### src/rtl/bus_lend_pkg.sv
package bus_lend_pkg;

    localparam int TS_W = 3;

    typedef enum logic [TS_W-1:0] {
        TS_IDLE = 3'd0,
        TS_T1   = 3'd1,
        TS_T2   = 3'd2,
        TS_T3   = 3'd3,
        TS_TW   = 3'd4,
        TS_T4   = 3'd5
    } tstate_e;

    typedef enum logic [2:0] {
        LS_IDLE    = 3'd0,
        LS_GRANT   = 3'd1,
        LS_FLOAT   = 3'd2,
        LS_RECLAIM = 3'd3,
        LS_COOL    = 3'd4
    } lend_state_e;

endpackage

### src/rtl/bl_chan_track.sv
// Per-channel request capture: falling-edge detect, pending flag and
// a "late" flag for requests first seen in T3/TW of the current cycle.
module bl_chan_track #(
    parameter int NCH = 2
) (
    input  logic           clk,
    input  logic           rst_n,
    input  logic [NCH-1:0] chan_in_n,
    input  logic [NCH-1:0] mask,
    input  logic [NCH-1:0] clr,
    input  logic           late_win,
    input  logic           cycle_end,
    output logic [NCH-1:0] fall,
    output logic [NCH-1:0] pending,
    output logic [NCH-1:0] late
);

    for (genvar g = 0; g < NCH; g++) begin : g_chan
        logic prev_q;
        logic pend_q;
        logic late_q;
        logic set_req;

        assign fall[g]    = prev_q & ~chan_in_n[g];
        assign set_req    = fall[g] & ~mask[g];
        assign pending[g] = pend_q;
        assign late[g]    = late_q;

        always_ff @(posedge clk) begin
            if (!rst_n) begin
                prev_q <= 1'b1;
                pend_q <= 1'b0;
                late_q <= 1'b0;
            end else begin
                prev_q <= chan_in_n[g];
                if (clr[g]) begin
                    pend_q <= 1'b0;
                end else if (set_req) begin
                    pend_q <= 1'b1;
                end
                if (clr[g]) begin
                    late_q <= 1'b0;
                end else if (cycle_end) begin
                    late_q <= 1'b0;
                end else if (set_req && !pend_q && late_win) begin
                    late_q <= 1'b1;
                end
            end
        end
    end

endmodule

### src/rtl/bl_release_gate.sv
// Decides per channel whether a pending request may be granted now.
module bl_release_gate
    import bus_lend_pkg::*;
#(
    parameter int NCH = 2
) (
    input  logic [NCH-1:0]  pending,
    input  logic [NCH-1:0]  late,
    input  logic [TS_W-1:0] tstate,
    input  logic            odd_lo_byte,
    input  logic            first_inta,
    input  logic            lock_active,
    output logic [NCH-1:0]  elig
);

    logic bus_idle;
    logic at_t4;
    logic blocked;

    assign bus_idle = (tstate == TS_IDLE);
    assign at_t4    = (tstate == TS_T4);
    assign blocked  = odd_lo_byte | first_inta | lock_active;

    for (genvar g = 0; g < NCH; g++) begin : g_gate
        assign elig[g] = pending[g] & (bus_idle | (at_t4 & ~late[g] & ~blocked));
    end

endmodule

### src/rtl/bl_prio_pick.sv
// Fixed priority: the lowest index wins.
module bl_prio_pick #(
    parameter int NCH = 2
) (
    input  logic [NCH-1:0] req,
    output logic [NCH-1:0] pick,
    output logic           any
);

    logic [NCH-1:0] seen;

    for (genvar g = 0; g < NCH; g++) begin : g_pick
        if (g == 0) begin : g_first
            assign seen[g] = req[g];
            assign pick[g] = req[g];
        end else begin : g_rest
            assign seen[g] = seen[g-1] | req[g];
            assign pick[g] = req[g] & ~seen[g-1];
        end
    end

    assign any = seen[NCH-1];

endmodule

### src/rtl/bus_lend_ctrl.sv
// Request/grant bus handoff controller (processor side).
module bus_lend_ctrl
    import bus_lend_pkg::*;
#(
    parameter int NCH = 2
) (
    input  logic            clk,
    input  logic            rst_n,
    input  logic [NCH-1:0]  chan_in_n,
    input  logic [TS_W-1:0] tstate,
    input  logic            cyc_pending,
    input  logic            odd_lo_byte,
    input  logic            first_inta,
    input  logic            lock_active,
    output logic [NCH-1:0]  chan_drv_n,
    output logic [NCH-1:0]  chan_oe,
    output logic            bus_float,
    output logic            resume,
    output logic            resume_t4
);

    lend_state_e    st_q, st_d;
    logic [NCH-1:0] gsel_q, gsel_d;
    logic           rt4_q, rt4_d;

    logic [NCH-1:0] fall;
    logic [NCH-1:0] pending;
    logic [NCH-1:0] late;
    logic [NCH-1:0] elig;
    logic [NCH-1:0] pick;
    logic           any_elig;
    logic [NCH-1:0] mask;
    logic [NCH-1:0] clr;
    logic           rel_seen;
    logic           late_win;
    logic           cycle_end;

    assign late_win  = (tstate == TS_T3) || (tstate == TS_TW);
    assign cycle_end = (tstate == TS_T4);
    assign mask      = (st_q == LS_GRANT || st_q == LS_FLOAT) ? gsel_q : '0;
    assign clr       = (st_q == LS_IDLE && any_elig) ? pick : '0;
    assign rel_seen  = |(fall & gsel_q);

    bl_chan_track #(.NCH(NCH)) u_track (
        .clk       (clk),
        .rst_n     (rst_n),
        .chan_in_n (chan_in_n),
        .mask      (mask),
        .clr       (clr),
        .late_win  (late_win),
        .cycle_end (cycle_end),
        .fall      (fall),
        .pending   (pending),
        .late      (late)
    );

    bl_release_gate #(.NCH(NCH)) u_gate (
        .pending     (pending),
        .late        (late),
        .tstate      (tstate),
        .odd_lo_byte (odd_lo_byte),
        .first_inta  (first_inta),
        .lock_active (lock_active),
        .elig        (elig)
    );

    bl_prio_pick #(.NCH(NCH)) u_pick (
        .req  (elig),
        .pick (pick),
        .any  (any_elig)
    );

    // next-state logic
    always_comb begin
        st_d   = st_q;
        gsel_d = gsel_q;
        rt4_d  = rt4_q;
        unique case (st_q)
            LS_IDLE: begin
                if (any_elig) begin
                    st_d   = LS_GRANT;
                    gsel_d = pick;
                end
            end
            LS_GRANT:   st_d = LS_FLOAT;
            LS_FLOAT: begin
                if (rel_seen) begin
                    st_d  = LS_RECLAIM;
                    rt4_d = cyc_pending;
                end
            end
            LS_RECLAIM: st_d = LS_COOL;
            LS_COOL:    st_d = LS_IDLE;
            default:    st_d = LS_IDLE;
        endcase
    end

    // state register
    always_ff @(posedge clk) begin
        if (!rst_n) begin
            st_q   <= LS_IDLE;
            gsel_q <= '0;
            rt4_q  <= 1'b0;
        end else begin
            st_q   <= st_d;
            gsel_q <= gsel_d;
            rt4_q  <= rt4_d;
        end
    end

    // outputs
    always_comb begin
        chan_oe   = '0;
        bus_float = 1'b0;
        resume    = 1'b0;
        resume_t4 = 1'b0;
        unique case (st_q)
            LS_GRANT:   chan_oe = gsel_q;
            LS_FLOAT:   bus_float = 1'b1;
            LS_RECLAIM: begin
                resume    = 1'b1;
                resume_t4 = rt4_q;
            end
            default: ;
        endcase
        chan_drv_n = ~chan_oe;
    end

endmodule

### config.mk
export PLATFORM = sky130hd
export DESIGN_NAME = bus_lend_ctrl
export DESIGN_NICKNAME = d
export VERILOG_FILES = /design/src/rtl/bus_lend_pkg.sv /design/src/rtl/bl_chan_track.sv /design/src/rtl/bl_release_gate.sv /design/src/rtl/bl_prio_pick.sv /design/src/rtl/bus_lend_ctrl.sv
export SDC_FILE = /design/constraint.sdc
export NUM_CORES = 1
export LEC_CHECK = 0
export ABC_AREA = 1
export BUFFER_PORTS_ARGS = -buffer_cell sky130_fd_sc_hd__buf_4
export CAP_MARGIN = 10
export CORE_UTILIZATION = 40
export DETAILED_ROUTE_END_ITERATION = 10
export PLACE_DENSITY = 0.71
export SYNTH_ARGS = -nofsm -noshare
export SYNTH_HDL_FRONTEND = slang
export SYNTH_SLANG_ARGS = --single-unit
### constraint.sdc
create_clock -name clk -period 1.1 [get_ports clk]
set_input_delay 0.055 -clock clk [delete_from_list [all_inputs] [get_ports clk]]
set_output_delay 0.055 -clock clk [all_outputs]
set_load 0.05 [all_outputs]
==> results of run 1 <==
-- area by class of cell --
class	count	share of cell area
clock buffers	3	0.02449
flip-flops and latches	12	0.2667
multi-input cells	60	0.3701
repair buffers	24	0.2422
well taps	15	0.02041
inverters	18	0.07619
-- worst max-delay path by stage --
| stage | from | end | slack (ps) | depth (start not counted) |
|---|---|---|---|---|
| 3_5_place_dp | st_q[0] | u_track.g_chan[1].late_q | 5 | 8 |
| 2_1_floorplan | st_q[1] | chan_drv_n[0] | -80 | 4 |
| 4_1_cts | st_q[2] | chan_drv_n[1] | -110 | 6 |
| 5_1_grt | st_q[2] | chan_drv_n[1] | -190 | 6 |
| 3_3_place_gp | st_q[0] | u_track.g_chan[0].late_q | 40 | 6 |
| 6_report | st_q[2] | chan_drv_n[1] | -140 | 6 |
-- through the flow --
step	area (um2)	worst slack, ps	power (mW)	hold slack (ps)	TNS, ps
floorplan	639.4	-80.07	0.5587	151.6	-160.1
global placement	789.5	44.18	0.6088	241.5	0
detailed placement	789.5	4.545	0.6103	247.2	0
CTS	877.1	-105.1	0.8888	5.190	-581.3
global route	919.6	-189.4	0.9368	3.952	-1710
finish	919.6	-140.1	0.8992	3.919	-877.9
-- cell usage after synthesis --
| cell | number | area [um2] |
|---|---|---|
| inv_1 | 16 | 60.06 |
| o21ai_1 | 2 | 10.01 |
| nand2_2 | 4 | 25.02 |
| nand3_2 | 3 | 30.03 |
| buf_6 | 1 | 11.26 |
| nor3_4 | 1 | 16.27 |
| nor2_2 | 1 | 6.260 |
| nand2_1 | 20 | 75.07 |
| a21oi_2 | 1 | 8.760 |
| nor2_1 | 14 | 52.55 |
| a21oi_1 | 7 | 35.03 |
| nor3_2 | 1 | 10.01 |
| nand3_1 | 5 | 25.02 |
| dfxtp_1 | 12 | 240.2 |
| inv_2 | 2 | 7.510 |
| o22ai_1 | 1 | 6.260 |
-- power breakdown --
group	switching, mW	internal (mW)
clock	0.151	0.127
sequential	0.0143	0.453
combinational	0.0826	0.0708
-- sequential cells by signal, indices dropped and copies added, names as in the netlist --
| register | cells |
|---|---|
| u_track.g_chan.prev_q | 2 |
| gsel_q | 2 |
| st_q | 3 |
| rt4_q | 1 |
| u_track.g_chan.pend_q | 2 |
| u_track.g_chan.late_q | 2 |
-- layer usage --
layer  part of all wire  global-route usage  up-vias  wire length, um
met5                  0                   0        -                0
met3              0.062             0.05319        2               88
met1               0.45              0.2484      281              649
met4             0.0084              0.1210        0               12
li1                   -                   -      333                -
met2               0.47              0.2852       23              676
-- worst max-delay path, cell delays in order (launching register included) --
cell and delay [ps]:
dfxtp_2 330, inv_2 60, nand3_2 100, buf_6 140, nor2_4 90, inv_2 50, buf_8 140
-- kinds of logic after synthesis --
logic type | count (synthesis) | synth area share
buffers and inverters | 19 | 0.1273
DFF | 12 | 0.3879
and+or+nand+nor | 49 | 0.3879
AOI/OAI and AO/OA | 11 | 0.09697
-- layout by cell type, fill, tap and decap left out, types with 5 or more instances in the layout --
cell,Yosys,final
a21oi_1,7,6
buf_4,0,14
buf_6,1,6
dfxtp_1,12,8
inv_1,16,12
inv_2,2,5
nand2_1,20,19
nor2_1,14,11
-- what timing repair did --
item | in CTS | in global routing
endpoints found under the setup margin | 7 | 14
hold buffers | 2 | 0
resized for setup | 12 | 11
cloned | 0 | 0
hold endpoints to repair | 2 | 0
setup buffers | 2 | 1
pin swaps | 1 | 6
==> out/metrics.yaml, run 1 <==
sta:
  finalMaxSlewViolations: 0
  rsz0062_at_grt: "yes"
  slew_headroom: 0.8924
  tightest_slew_ps: 160.3
  fmax_mhz: 806.4
  final.period_utilization: 1.127
  period_needed_ps: 1240
  setup_violations: 11
  fin_skew_ps: 4.427
  fin_ws_ps: -140.1
  final-hold-violation-count: 0
hold_path:
  whs_path_depth: 2
  min_from: "rst_n"
  holdCritPathClass: "in -> reg"
  hold_end: "u_track.g_chan[1].prev_q"
detailed_routing:
  avgRoutedWirePerCell_um: 10.81
  vias: 639
  drcViolationCount: 0
  viasPerCell: 4.841
  firstDrtPassIters: 4
  drt-initial-drc-count: 18
  ant_nets: 0
  wl_mm: 1.427
worst_setup_path:
  endpoint_kind: "output pin"
  reg2reg_to: "u_track.g_chan[1].late_q"
  worstPathArrival_ps: 1190
  critPathLaunchType: "register"
  path_class: "reg -> out"
  reg2reg_setup_slack_ps: -90
  r2r_start: "st_q[2]"
  r2r_cells: 10
  cp_max_fo: 3
  cp.required_ps: 1040
die:
  ios: 18
  core_um2: 1366
  die-area_um2: 1710
  num_rows: 13
  die_w_um: 41.35
  floorplan.initialDensity: 0.4533
  die_h_um: 41.35
clock_network:
  clockBufferDepth: 2
  worstSkewPairLatency_ps: 270
  cts-root-buf: "clkbuf_4"
  path_clk_slew_ps: 80
  tritoncts: "done"
  htree_levels: 1
  cts_buffers: 3
  cts.sinks: 12
cells_and_area:
  area_delta_synth_final_pct: 48.48
  register_area_um2: 245.2
  fin_cells: 132
  diodes: 0
  drive_gt1_frac: 0.4530
  multiInputGateArea_um2: 340.3
  nFillCells: 120
  finalNetCount: 130
  fin_util: 0.6731
outcome:
  status: "finished, violations left"
  violations: "setup timing"
place:
  hpwl_um: 986.2
  dp_cells: 124
  place_congestion: 0.8600
  port_buffers: 17
logic_synthesis:
  ys_warn_count: 0
  yosysSeqAreaShare: 0.3879
  ys_ff_latch: 12
  syn_nets: 102
  syn_avg_cell_area_um2: 6.806
  mappedNetlistArea_um2: 619.3
  yosysUniqueCellTypes: 16
  synthesis.instances: 91
grt:
  antenna_found_initial: 0
  grt_pass1_wl_mm: 2.083
  overflow: 0
  grt_use_total: 0.1940
  grt_max_degree: 9
  grt_pass1_vias: 511
job:
  cap_viol_max_count: 0
power:
  p_per_area_nw_per_um2: 977.7
  vdd_drop_max_uv: 650.7
  leakagePower_nw: 0.4324
Note: power is estimated with default switching activity, not from simulation.
==> run 2, diff against run 1 <==
Settings changed: HOLD_SLACK_MARGIN from default to 0.05.
Clock period 1.1 ns to 1.5 ns, I/O delays scaled along.
==> run 2 against run 1 <==
Compared with the run above:
- the run now ends clean
- via count is 1.6% lower
- highest routed layer unchanged
- largest cell class unchanged
- critical path type unchanged
- critical path depth shrank 1
- routed wire length down 7.6%
- largest power group unchanged
==> out/metrics.yaml, run 2 (synthesized netlist as in run 1, its figures left out) <==
outcome:
  status: "completed"
worst_setup_path:
  r2r_cells: 6  # -4
  endpoint: "chan_drv_n[1]"
  path_class: "reg -> out"
  critical-path-top-delay-family: "flip-flops"
  worstSetupStartpoint: "st_q[2]"
  r2r_start: "st_q[0]"
  worstPathArrival_ps: 1200  # about the same
  critical-path-max-stage-delay_ps: 330  # about the same
  crit_chain: "inv_1 -> nand3_2 -> nor2_1 -> inv_1 -> buf_4"
  reg2reg_to: "u_track.g_chan[0].late_q"
  critPathLaunchType: "register"
  cp.required_ps: 1420  # +380 ps
  path_buf_inv: 3  # -1
  worst_path_max_delay_cell: "dfxtp_1"
  cp_max_fo: 4  # +1
  path_depth: 5  # -1
  path_common_cell: "inv_1"
  endpoint_kind: "output pin"
  reg2reg_setup_slack_ps: 410  # +500 ps
die:
  core_um2: 1366  # unchanged
  floorplan.initialDensity: 0.4533  # unchanged
  ios: 18  # unchanged
  die-area_um2: 1710  # unchanged
  num_rows: 13  # unchanged
  die_h_um: 41.35  # unchanged
  die_w_um: 41.35  # unchanged
sta:
  fin_ws_ps: 225.3  # +365.3 ps
  setup_violations: 0  # -11
  period_needed_ps: 1275
  finalMaxSlewViolations: 0  # unchanged
  fin_skew_ps: 10.32  # +5.894 ps
  rsz0062_at_grt: "no"
  final-hold-violation-count: 0  # unchanged
  tightest_slew_ps: 237.2  # +76.93 ps
  hold_ws_ps: 53.70  # +49.78 ps
  final.period_utilization: 0.8498
  slew_headroom: 0.8419  # -0.05057
  fmax_mhz: 784.5
cells_and_area:
  finalNetCount: 127  # -2.3%
  final_cell_mix: "20 x nand2_1, 17 x buf_4, 16 x inv_1, 14 x nor2_1, 12 x dfxtp_1"
  largest_register: "st_q"
  area_delta_synth_final_pct: 34.14
  drive_gt1_frac: 0.2957  # -0.1573
  stdcell_area_um2: 830.8  # -9.7%
  largest_reg_flops: 3  # unchanged
  layout_commonest_cell: "nand2_1"
  fin_cells: 130  # -1.5%
  diodes: 0  # unchanged
detailed_routing:
  avgRoutedWirePerCell_um: 10.14  # -6.2%
  firstDrtPassIters: 4  # unchanged
  vias: 629  # -1.6%
  ant_nets: 0  # unchanged
  viasPerCell: 4.838  # about the same
  drcViolationCount: 0  # unchanged
  drt-initial-drc-count: 14  # -4
  wl_mm: 1.318  # -7.6%
grt:
  antenna_found_initial: 0  # unchanged
  grt_max_degree: 9  # unchanged
  grt_pass1_vias: 550  # +7.6%
  overflow: 0  # unchanged
  grt_pass1_wl_mm: 2.152  # +3.3%
  grt_use_total: 0.2011  # +0.007098
power:
  vdd_drop_max_uv: 604.3  # -7.1%
  leakagePower_nw: 0.4085  # -5.5%
  p_per_area_nw_per_um2: 851.2  # -13%
place:
  hpwl_mm: 1.032  # +4.7%
  port_buffers: 17  # unchanged
  place_ws_ps: 450.0  # +445.5 ps
  place_congestion: 0.8543  # -0.66%
  dp_cells: 122  # -1.6%
  place_area_um2: 754.5  # -4.4%
clock_network:
  ctsHoldBuffers: 4  # +2
  post_cts_buffers: 0  # -2
  cts-root-buf: "clkbuf_4"
  tritoncts: "done"
  path_clk_slew_ps: 80  # about the same
  worstSkewPairLatency_ps: 280  # about the same
  cts.sinks: 12  # unchanged
  htree_levels: 1  # unchanged
  clockBufferDepth: 2  # unchanged
  ctsResizeCount: 0  # -12
  cts_buffers: 3  # unchanged
hold_path:
  holdCritPathClass: "in -> reg"
job:
  cap_viol_max_count: 0  # unchanged
==> run 2: changes by cell type in the layout (fill, tap and decap cells not counted), sizes merged <==
cell and delta:
buf -5, dlygate4sd3 +2, clkbuf +1
==> run 2: area by class of cell <==
type	instances	area (um2)
clock buffer	4	36.28
fill	137	535.5
inverter	18	67.56
multi-input combinational	60	300.3
sequential	12	240.2
tap	15	18.77
timing repair buffer	21	167.7
==> run 2: stage by stage <==
step	power (mW)	utilization	setup TNS, ps
finish	0.7072	0.6081	0
global route	0.7398	0.6081	0
CTS	0.7085	0.6081	0
detailed placement	0.4441	0.5522	0
global placement	0.4420	0.5522	0
floorplan	0.4075	-	-395.4
==> run 2: how the worst min path moves through the flow <==
stage,start,endpoint,slack [ps],cells past startpoint
2_1_floorplan,chan_in_n[0],u_track.g_chan[0].prev_q,170,2
3_3_place_gp,chan_in_n[1],u_track.g_chan[1].prev_q,260,3
3_5_place_dp,chan_in_n[1],u_track.g_chan[1].prev_q,280,3
4_1_cts,rst_n,st_q[0],60,3
5_1_grt,rst_n,st_q[0],60,3
6_report,rst_n,st_q[0],50,3
==> run 2: report_power, final <==
group | internal (mW) | leakage [nW] | switching (mW)
Clock | 0.148 | 0.0210 | 0.114
Combinational | 0.0479 | 0.289 | 0.0550
Sequential | 0.332 | 0.0982 | 0.0102
==> run 2: tightest hold or removal path, delay by kind of cell <==
family | cells | cell delay (ps)
buffers and inverters | 2 | 170
and+or+nand+nor | 1 | 60
==> run 2: metal layers <==
metal,track usage,part of all wire,vias to the layer above
li1,-,-,327
met2,0.3398,0.48,15
met1,0.2273,0.45,285
met3,0.07979,0.051,2
met4,0.07258,0.012,0
met5,0,0,-
